[config.mk]
export PLATFORM = sky130hd
export DESIGN_NAME = dual_dac_front
export DESIGN_NICKNAME = d
export VERILOG_FILES = /design/src/rtl/dacfe_pkg.sv /design/src/rtl/dacfe_addr.sv /design/src/rtl/dacfe_i2c_rx.sv /design/src/rtl/dacfe_regs.sv /design/src/rtl/dual_dac_front.sv
export SDC_FILE = /design/constraint.sdc
export NUM_CORES = 1
export LEC_CHECK = 0
export ABC_CLOCK_PERIOD_IN_PS = 5790
export BUFFER_PORTS_ARGS = -buffer_cell sky130_fd_sc_hd__buf_4
export CAP_MARGIN = 5
export CORE_MARGIN = 2
export CORE_UTILIZATION = 29
export CTS_CLUSTER_DIAMETER = 40
export DETAILED_ROUTE_END_ITERATION = 10
export SYNTH_ARGS = -nofsm -noshare
export SYNTH_HDL_FRONTEND = slang
export SYNTH_SLANG_ARGS = --single-unit
[constraint.sdc]
create_clock -name clk -period 5.79 [get_ports clk]
set_input_delay 0.2895 -clock clk [delete_from_list [all_inputs] [get_ports clk]]
set_output_delay 0.2895 -clock clk [all_outputs]
set_load 0.02 [all_outputs]
[src/rtl/dacfe_pkg.sv]
package dacfe_pkg;
   typedef enum logic [3:0] {
      CMD_WR_IN  = 4'h0,
      CMD_UPD    = 4'h1,
      CMD_WR_UPD = 4'h3,
      CMD_PWRDN  = 4'h4
   } dac_cmd_e;

   localparam logic [3:0] SEL_A    = 4'h0;
   localparam logic [3:0] SEL_B    = 4'h1;
   localparam logic [3:0] SEL_BOTH = 4'hF;
   localparam int         NCH      = 2;
   localparam int         FRAME_W  = 24;

   // level value of one three-state address pin
   function automatic int pin_level(input logic [1:0] code);
      case (code)
         2'b00:   return 0;
         2'b10:   return 2;
         default: return 1;
      endcase
   endfunction
endpackage

[src/rtl/dacfe_addr.sv]
module dacfe_addr
   import dacfe_pkg::*;
#(
   parameter logic [6:0] BASE = 7'h10
) (
   input  logic [5:0] pins,
   output logic [6:0] addr
);
   localparam int NUM_ADDR = 27;

   logic [6:0] addr_tbl [NUM_ADDR];
   logic [4:0] idx;

   for (genvar i = 0; i < NUM_ADDR; i++) begin : g_tbl
      assign addr_tbl[i] = BASE + 7'(i);
   end

   assign idx  = 5'(9 * pin_level(pins[5:4]) + 3 * pin_level(pins[3:2]) + pin_level(pins[1:0]));
   assign addr = addr_tbl[idx];
endmodule

[src/rtl/dacfe_i2c_rx.sv]
module dacfe_i2c_rx
   import dacfe_pkg::*;
(
   input  logic               clk,
   input  logic               rst_n,
   input  logic               scl_i,
   input  logic               sda_i,
   input  logic [6:0]         own_addr,
   output logic               sda_oe,
   output logic               scl_s,
   output logic               stb,
   output logic [FRAME_W-1:0] frame
);
   typedef enum logic [1:0] {S_IDLE, S_ADDR, S_DATA, S_SKIP} rx_state_e;

   logic [2:0] scl_p, sda_p;
   logic       scl_rise, scl_fall, bus_start, bus_stop;
   rx_state_e  st;
   logic [7:0] shreg;
   logic [3:0] bcnt;
   logic [1:0] dcnt;
   logic       in_ack;

   always_ff @(posedge clk or negedge rst_n) begin
      if (!rst_n) begin
         scl_p <= '1;
         sda_p <= '1;
      end else begin
         scl_p <= {scl_p[1:0], scl_i};
         sda_p <= {sda_p[1:0], sda_i};
      end
   end

   assign scl_s     = scl_p[1];
   assign scl_rise  = scl_p[1] & ~scl_p[2];
   assign scl_fall  = ~scl_p[1] & scl_p[2];
   assign bus_start = scl_p[1] & scl_p[2] & ~sda_p[1] & sda_p[2];
   assign bus_stop  = scl_p[1] & scl_p[2] & sda_p[1] & ~sda_p[2];

   always_ff @(posedge clk or negedge rst_n) begin
      if (!rst_n) begin
         st     <= S_IDLE;
         shreg  <= '0;
         bcnt   <= '0;
         dcnt   <= '0;
         in_ack <= 1'b0;
         sda_oe <= 1'b0;
         stb    <= 1'b0;
         frame  <= '0;
      end else begin
         stb <= 1'b0;
         if (bus_start) begin
            st     <= S_ADDR;
            bcnt   <= '0;
            dcnt   <= '0;
            in_ack <= 1'b0;
            sda_oe <= 1'b0;
         end else if (bus_stop) begin
            st     <= S_IDLE;
            in_ack <= 1'b0;
            sda_oe <= 1'b0;
         end else if (st == S_ADDR || st == S_DATA) begin
            if (scl_rise && bcnt != 4'd8) begin
               shreg <= {shreg[6:0], sda_p[1]};
               bcnt  <= bcnt + 4'd1;
            end else if (scl_fall) begin
               if (in_ack) begin
                  in_ack <= 1'b0;
                  sda_oe <= 1'b0;
                  bcnt   <= '0;
                  if (st == S_ADDR) begin
                     st <= S_DATA;
                  end else if (dcnt == 2'd2) begin
                     stb  <= 1'b1;
                     dcnt <= '0;
                  end else begin
                     dcnt <= dcnt + 2'd1;
                  end
               end else if (bcnt == 4'd8) begin
                  if (st == S_ADDR) begin
                     if (shreg == {own_addr, 1'b0}) begin
                        sda_oe <= 1'b1;
                        in_ack <= 1'b1;
                     end else begin
                        st <= S_SKIP;
                     end
                  end else begin
                     sda_oe <= 1'b1;
                     in_ack <= 1'b1;
                     case (dcnt)
                        2'd0:    frame[23:16] <= shreg;
                        2'd1:    frame[15:8]  <= shreg;
                        default: frame[7:0]   <= shreg;
                     endcase
                  end
               end
            end
         end
      end
   end
endmodule

[src/rtl/dacfe_regs.sv]
module dacfe_regs
   import dacfe_pkg::*;
#(
   parameter int W       = 16,
   parameter bit RST_MID = 1'b0
) (
   input  logic                    clk,
   input  logic                    rst_n,
   input  logic                    stb,
   input  logic [FRAME_W-1:0]      frame,
   input  logic                    upd,
   output logic [NCH-1:0][W-1:0]   inp_o,
   output logic [NCH-1:0][W-1:0]   dac_o,
   output logic [NCH-1:0]          pd_o
);
   localparam logic [W-1:0] RST_CODE = RST_MID ? {1'b1, {(W-1){1'b0}}} : '0;

   logic [3:0]   cmd, sel;
   logic [W-1:0] code;

   assign cmd  = frame[23:20];
   assign sel  = frame[19:16];
   assign code = frame[15 -: W];

   for (genvar ch = 0; ch < NCH; ch++) begin : g_ch
      logic [W-1:0] inp_r, dac_r;
      logic         pd_r, hit;

      assign hit = stb && (sel == 4'(ch) || sel == SEL_BOTH);

      always_ff @(posedge clk or negedge rst_n) begin
         if (!rst_n) begin
            inp_r <= RST_CODE;
            dac_r <= RST_CODE;
            pd_r  <= 1'b0;
         end else begin
            if (upd) begin
               dac_r <= inp_r;
               pd_r  <= 1'b0;
            end
            if (hit) begin
               case (cmd)
                  CMD_WR_IN: inp_r <= code;
                  CMD_UPD: begin
                     dac_r <= inp_r;
                     pd_r  <= 1'b0;
                  end
                  CMD_WR_UPD: begin
                     inp_r <= code;
                     dac_r <= code;
                     pd_r  <= 1'b0;
                  end
                  CMD_PWRDN: pd_r <= 1'b1;
                  default: ;
               endcase
            end
         end
      end

      assign inp_o[ch] = inp_r;
      assign dac_o[ch] = dac_r;
      assign pd_o[ch]  = pd_r;
   end
endmodule

[src/rtl/dual_dac_front.sv]
module dual_dac_front
   import dacfe_pkg::*;
#(
   parameter int         W         = 16,
   parameter bit         RST_MID   = 1'b0,
   parameter logic [6:0] BASE_ADDR = 7'h10
) (
   input  logic         clk,
   input  logic         rst_n,
   input  logic         scl_i,
   input  logic         sda_i,
   output logic         sda_oe,
   input  logic [5:0]   addr_pins,
   input  logic         ldac_n,
   output logic [W-1:0] dac_a,
   output logic [W-1:0] dac_b,
   output logic         pd_a,
   output logic         pd_b
);
   if (W != 12 && W != 14 && W != 16) begin : g_bad_width
      $error("dual_dac_front: W must be 12, 14 or 16");
   end

   logic [6:0]               own_addr;
   logic                     scl_s, frame_stb;
   logic [FRAME_W-1:0]       frame;
   logic [1:0]               ldac_s;
   logic [NCH-1:0][W-1:0]    inp_q, dac_q;
   logic [NCH-1:0]           pd_q;

   dacfe_addr #(.BASE(BASE_ADDR)) u_addr (
      .pins (addr_pins),
      .addr (own_addr)
   );

   dacfe_i2c_rx u_rx (
      .clk      (clk),
      .rst_n    (rst_n),
      .scl_i    (scl_i),
      .sda_i    (sda_i),
      .own_addr (own_addr),
      .sda_oe   (sda_oe),
      .scl_s    (scl_s),
      .stb      (frame_stb),
      .frame    (frame)
   );

   always_ff @(posedge clk or negedge rst_n) begin
      if (!rst_n) ldac_s <= 2'b11;
      else        ldac_s <= {ldac_s[0], ldac_n};
   end

   dacfe_regs #(.W(W), .RST_MID(RST_MID)) u_regs (
      .clk   (clk),
      .rst_n (rst_n),
      .stb   (frame_stb),
      .frame (frame),
      .upd   (~ldac_s[1]),
      .inp_o (inp_q),
      .dac_o (dac_q),
      .pd_o  (pd_q)
   );

   assign dac_a = dac_q[0];
   assign dac_b = dac_q[1];
   assign pd_a  = pd_q[0];
   assign pd_b  = pd_q[1];
endmodule

# After elaboration in Yosys (flattened, before gate mapping)
# Memory sizes are Yosys's and may differ from the RTL's.
# Index checks and enable logic that the tools add are counted.
# totals
wordCells	168
romBits	224
input_bits	11
regBits	117
out_inout_bits	35
n_memories	1
# mem_list
name	words	width	rd	rd_ports_with_merged_regs	write_ports	line	text
(no name shown)	32	7	1	0	0	dacfe_addr.sv:19	assign addr = addr_tbl[idx];
# classes
mux	67
n_lt_le_gt_ge	1
n_reduce_logical	35
n_mul	2
n_eq_ne	21
bitwise_logic	18
addsub	4
# ops
operator	n
$mux 16	4
$pmux 16 s2	2
$mux 2	18
$mux 1	30
$reduce_and 9->1	3
$mux 4	6
$reduce_bool 3->1	5
$mux 7	2
$pmux 2 s2	3
$reduce_and 6->1	2
$eq 2x2->1 const B	5
$not 1->1	10
$eq 4x1->1 const B	2
$eq 4x4->1 const B	2
$eq 8x8->1	1
$logic_not 2->1	4
$logic_not 4->1	2
$reduce_and 4->1	2
$and 1x1->1	7
$ge 6x6->1 const B	1
$ne 2x1->1 const B	3
$not 5->6	1
$reduce_bool 2->1	3
$reduce_or 2->1	3
other kinds (20)	27

# Logic depth before layout (Yosys ltp)
# depth
ltp_word	19
ltp_mapped	12
ltp_nobuf	12

# Cells and area by module
# From an unflattened synthesis, not the netlist that was laid out.
# hier_totals
hier_cells	415
area_unflattened_um2	5760.5
# by_module_without_submodules
module	cells_each	n_inst	area_per_inst_um2
dacfe_regs	227	1	3339.5
dacfe_i2c_rx	154	1	2112.0
dacfe_addr	31	1	252.7
dual_dac_front	3	1	56.3

# Worst setup path before layout
# No wires, ideal clock.
# synth_timing
path_type	input to register
start	input addr_pins[4]
end	register u_rx.in_ack
path_slack_ps	2522
n_path_buf	0
arrival_ps	3200
setup_ps	67
cell_stages	12
path_cell_list	nand2b_1 > inv_1 > ha_1 > fa_1 > ha_1 > inv_1 > fa_1 > xnor2_1 > mux2_2 > or4_1 > o21ai_0 > a32o_1
# synth_via
elab_chain_len	19
# synth_rtl
item	line	text
from (decl)	dual_dac_front.sv:13	input logic [5:0] addr_pins,
$eq 2x2->1 / $logic_not 2->1 (equally long branches)	dacfe_pkg.sv:17	case (code)
$pmux 2 s2 (*)	dacfe_pkg.sv:17	
$mul 4x2->5 (*)	dacfe_addr.sv:18	assign idx = 5'(9 * pin_level(pins[5:4]) + 3 * pin_level(pins[3:2]) + pin_level(pins[1:0]));
$add 5x5->5 (*)	dacfe_addr.sv:18	
$add 5x3->5 (*)	dacfe_addr.sv:18	
$not 5->6 (not written as such) (*)	dacfe_addr.sv:19	
$mem_v2 32x7 (*)	n/a	
$mux 7 (not written as such) (*) (2 in a row)	dacfe_addr.sv:19	
[... 2 more ...]	n/a	
$mux 1 (*)	dacfe_i2c_rx.sv:80	if (st == S_ADDR) begin
$mux 1 (*)	dacfe_i2c_rx.sv:79	end else if (bcnt == 4'd8) begin
$mux 1 (*)	dacfe_i2c_rx.sv:67	if (in_ack) begin
$mux 1 (*)	dacfe_i2c_rx.sv:66	end else if (scl_fall) begin
$mux 1 (*)	dacfe_i2c_rx.sv:63	if (scl_rise && bcnt != 4'd8) begin
$mux 1 (*)	dacfe_i2c_rx.sv:62	end else if (st == S_ADDR || st == S_DATA) begin
$mux 1 (*)	dacfe_i2c_rx.sv:58	end else if (bus_stop) begin
$mux 1 (*)	dacfe_i2c_rx.sv:52	if (bus_start) begin
to (signal assigned)	dacfe_i2c_rx.sv:56	in_ack <= 1'b0;
to (signal assigned)	dacfe_i2c_rx.sv:60	in_ack <= 1'b0;
to (signal assigned)	dacfe_i2c_rx.sv:68	in_ack <= 1'b0;
to (decl)	dacfe_i2c_rx.sv:22	logic in_ack;
# Mark *: on every way between the ends. The rest lies on a longest branch, timed or not. The select of a mux whose other input is x is not followed.
# A chain may end at the register's enable or synchronous reset.

# Worst setup path in the final report
# Same ends and word-level chain as after synthesis.

==> results.sh <==
export IMPL_outcome="complete, no violations"
export IMPL_place_congestion=0.7727
export IMPL_start_util=0.2972
export IMPL_async_reset_ff_frac=1.000
export IMPL_num_io_pins=46
export IMPL_finalMaxSlewViolations=0
export IMPL_rsz0062_at_grt="no"
export IMPL_rr_worst_depth=6
export IMPL_worstMarginPinSlew_ps=925.1
export IMPL_p_int_w=0.001615
export IMPL_ant_nets=0
export IMPL_path_class="input pin to register"
export IMPL_max_cap_violations=0
export IMPL_hp_class="register to register"
export IMPL_period_needed_ps=3209
export IMPL_top_layer_used="met4"
export IMPL_final_hold_viol_count=0
export IMPL_vias=3491
export IMPL_num_rows=48
export IMPL_cp_arrival_ps=3540
export IMPL_required_ps=6120
export IMPL_grt_pass1_vias=3535
export IMPL_p_per_area_nw_per_um2=349.4
export IMPL_cp_end_kind="register"
export IMPL_wl_met2_mm=5.439
export IMPL_drt_wl_total_mm=11.05
export IMPL_dr_pass1_iters=5
export IMPL_cts_resized=0
export IMPL_r2r_start="u_rx.st[0]$_DFFE_PN0P_"
export IMPL_syn_inst=446
export IMPL_fmax_mhz=311.6
export IMPL_clock_path_buffers=2
export IMPL_htree_num_levels=4
export IMPL_seq_power_share=0.436
export IMPL_hold_start="u_rx.scl_p[0]$_DFF_PN1_"
export IMPL_drive_gt1_frac=0.2908
export IMPL_clkPwrFrac=0.459
export IMPL_finalSetupTns_ps=0
export IMPL_setup_viol=0
export IMPL_cts_made_buffers=17
export IMPL_power_total_w=0.002202
export IMPL_hold_depth=0
export IMPL_core_area_um2=17300
export IMPL_leakage_nw=2.906
export IMPL_grt_max_degree=77
export IMPL_synth_edff_count=0
export IMPL_dieWidth_um=137.1
export IMPL_fin_util=0.3644
export IMPL_ys_warn_count=0
export IMPL_post_dp_hpwl_mm=7.500
export IMPL_post_cts_setup_buffer_count=0
export IMPL_cp_start_kind="input pin"
export IMPL_finalCritPeriodShare=0.5542
export IMPL_min_to="u_rx.scl_p[1]$_DFF_PN1_"
export IMPL_synth_nets=469
export IMPL_n_antenna_cell=0
export IMPL_avgSynthCellArea_um2=11.52
export IMPL_drt_iter0_drc=157
export IMPL_clock_sinks=117
export IMPL_wl_met3_um=386
export IMPL_io_buffers=45
export IMPL_p_sw_frac=0.2667
export IMPL_clk_latency_ps=410
export IMPL_peakVddDrop_v=0.0003020
export IMPL_power_switching_w=0.0005872
export IMPL_overflow=0
export IMPL_rr_endpoint="u_rx.frame[22]$_DFFE_PN0P_"
export IMPL_fillers=1690
export IMPL_tritoncts="built"
export IMPL_grt_pass1_wl_mm=17.93
export IMPL_avgRoutedWirePerCell_um=15.05
export IMPL_critPathMaxFanout=4
export IMPL_die_y_um=137.1
export IMPL_synth_cell_types=53
export IMPL_finalClockSkew_ps=12.34
export IMPL_syn_cell_area_um2=5140
export IMPL_synth_flop_cell="dfrtp_1"
export IMPL_m1WireLength_mm=5.118
export IMPL_synth_seq_cells=117
export IMPL_dieArea_um2=18800
export IMPL_pwr_share_comb=0.105
export IMPL_antenna_found_initial=0
export IMPL_yosysSeqAreaShare=0.5716
export IMPL_cts_root_buf="clkbuf_16"
export IMPL_via_per_inst=4.756
export IMPL_drc=0
export IMPL_fin_nets=519
export IMPL_r2r_setup_slack_ps=3200
export IMPL_grt_util_all_layers=0.1253
export IMPL_synthToLayoutAreaGrowth_pct=22.61
export IMPL_clk_pin_slew_ps=60
export IMPL_max_slew_margin_rel=0.3833
==> how the worst max path moves through the flow <==
stage | startpoint | to | slack, ps | cells past startpoint
floorplan | addr_pins[4] | u_rx.in_ack$_DFFE_PN0P_ | 2520 | 12
global placement | addr_pins[4] | u_rx.in_ack$_DFFE_PN0P_ | 2300 | 13
detailed placement | addr_pins[4] | u_rx.in_ack$_DFFE_PN0P_ | 2160 | 13
CTS | addr_pins[4] | u_rx.in_ack$_DFFE_PN0P_ | 2610 | 13
global route | addr_pins[4] | u_rx.st[0]$_DFFE_PN0P_ | 2410 | 13
finish | addr_pins[4] | u_rx.in_ack$_DFFE_PN0P_ | 2580 | 13
==> layout make-up <==
class / instances / area, um^2 / share of cell area
multi-input combinational: 263 / 1927 / 0.3057
clock buffer: 20 / 466.7 / 0.07405
timing repair buffer: 52 / 400.4 / 0.06353
inverter: 45 / 168.9 / 0.02680
clock inverter: 12 / 120.1 / 0.01906
tap: 225 / 281.5 / 0.04467
sequential: 117 / 2938 / 0.4662
==> state kept, by name, summed over array words and instances (netlist names) <==
name / flops
u_rx.shreg: 8
u_rx.in_ack: 1
u_rx.sda_oe: 1
ldac_s: 2
u_rx.stb: 1
u_regs.g_ch.pd_r: 2
u_regs.g_ch.dac_r: 32
u_rx.scl_p: 3
u_rx.bcnt: 4
u_rx.sda_p: 3
u_rx.frame: 24
u_rx.dcnt: 2
u_regs.g_ch.inp_r: 32
u_rx.st: 2
==> synth_stat cells, types with 7 or more instances <==
cell type	instances	share of area
a21oi_1	36	0.035
buf_2	7	0.0068
clkbuf_1	11	0.0080
dfrtp_1	109	0.53
dfstp_2	8	0.041
ha_1	10	0.024
inv_1	45	0.033
mux2_2	40	0.088
mux2_4	8	0.023
nand2_1	27	0.020
nand3_1	9	0.0088
o21ai_0	29	0.028
o22ai_1	32	0.039
==> layout by cell type (no fill, tap or decap), types with 5 or more instances in the layout <==
cell / netlist / layout
dfrtp_1: 109 / 109
buf_4: 1 / 48
inv_1: 45 / 45
mux2_2: 40 / 40
a21oi_1: 36 / 36
o22ai_1: 32 / 32
o21ai_0: 29 / 29
nand2_1: 27 / 27
clkbuf_16: 0 / 17
ha_1: 10 / 10
nand3_1: 9 / 9
mux2_4: 8 / 8
dfstp_2: 8 / 8
nor2b_1: 5 / 5
nor2_1: 5 / 5
==> timing repair <==
action | CTS | global route
hold endpoints to repair | 37 | 0
hold buffers | 4 | 0
endpoints found under the setup margin | 0 | 0
==> critical path: stages <==
cell and delay, ps:
buf_4 120, nand2b_1 160, inv_1 70, ha_1 240, fa_1 530, ha_1 170, inv_1 60, fa_1 380
xnor2_1 340, mux2_2 380, or4_1 420, o21ai_0 160, a32o_1 220
==> metrics by stage <==
step	setup slack, ps	instances	hold WS, ps	cell area [um^2]
3_3_place_gp	2299	698	311.2	5675
3_5_place_dp	2160	698	332.3	5675
5_1_grt	2411	734	357.5	6302
4_1_cts	2607	734	356.8	6302
2_1_floorplan	2522	446	-6.091	5140
6_report	2581	734	355.6	6302
==> power by group through the flow <==
stage                     logic [W]  registers, W  clock network [W]
after global routing       0.000260      0.000969            0.00108
after floorplan            0.000140      0.000952                  0
after detailed placement   0.000232      0.000975                  0
final                      0.000232      0.000959            0.00101
after CTS                  0.000236      0.000961            0.00104
after global placement     0.000221      0.000973                  0
==> routing by layer <==
layer,vias to the layer above,GRT usage
met5,-,0
met4,0,0.04124
met3,7,0.03815
met2,54,0.2040
met1,1757,0.1587
li1,1673,-
==> cell families (layout without fill, tap and decap cells) <==
family | after synthesis | in the layout | synth area share
adders and majority gates | 12 | 12 | 0.03213
muxes | 48 | 48 | 0.1110
buffers and inverters | 66 | 129 | 0.05355
and+or+nand+nor | 80 | 80 | 0.08593
DFF | 117 | 117 | 0.5716
xor gates and xnor gates | 5 | 5 | 0.008522
AOI/OAI and AO/OA | 118 | 118 | 0.1373
(Power assumes the default switching activity.)
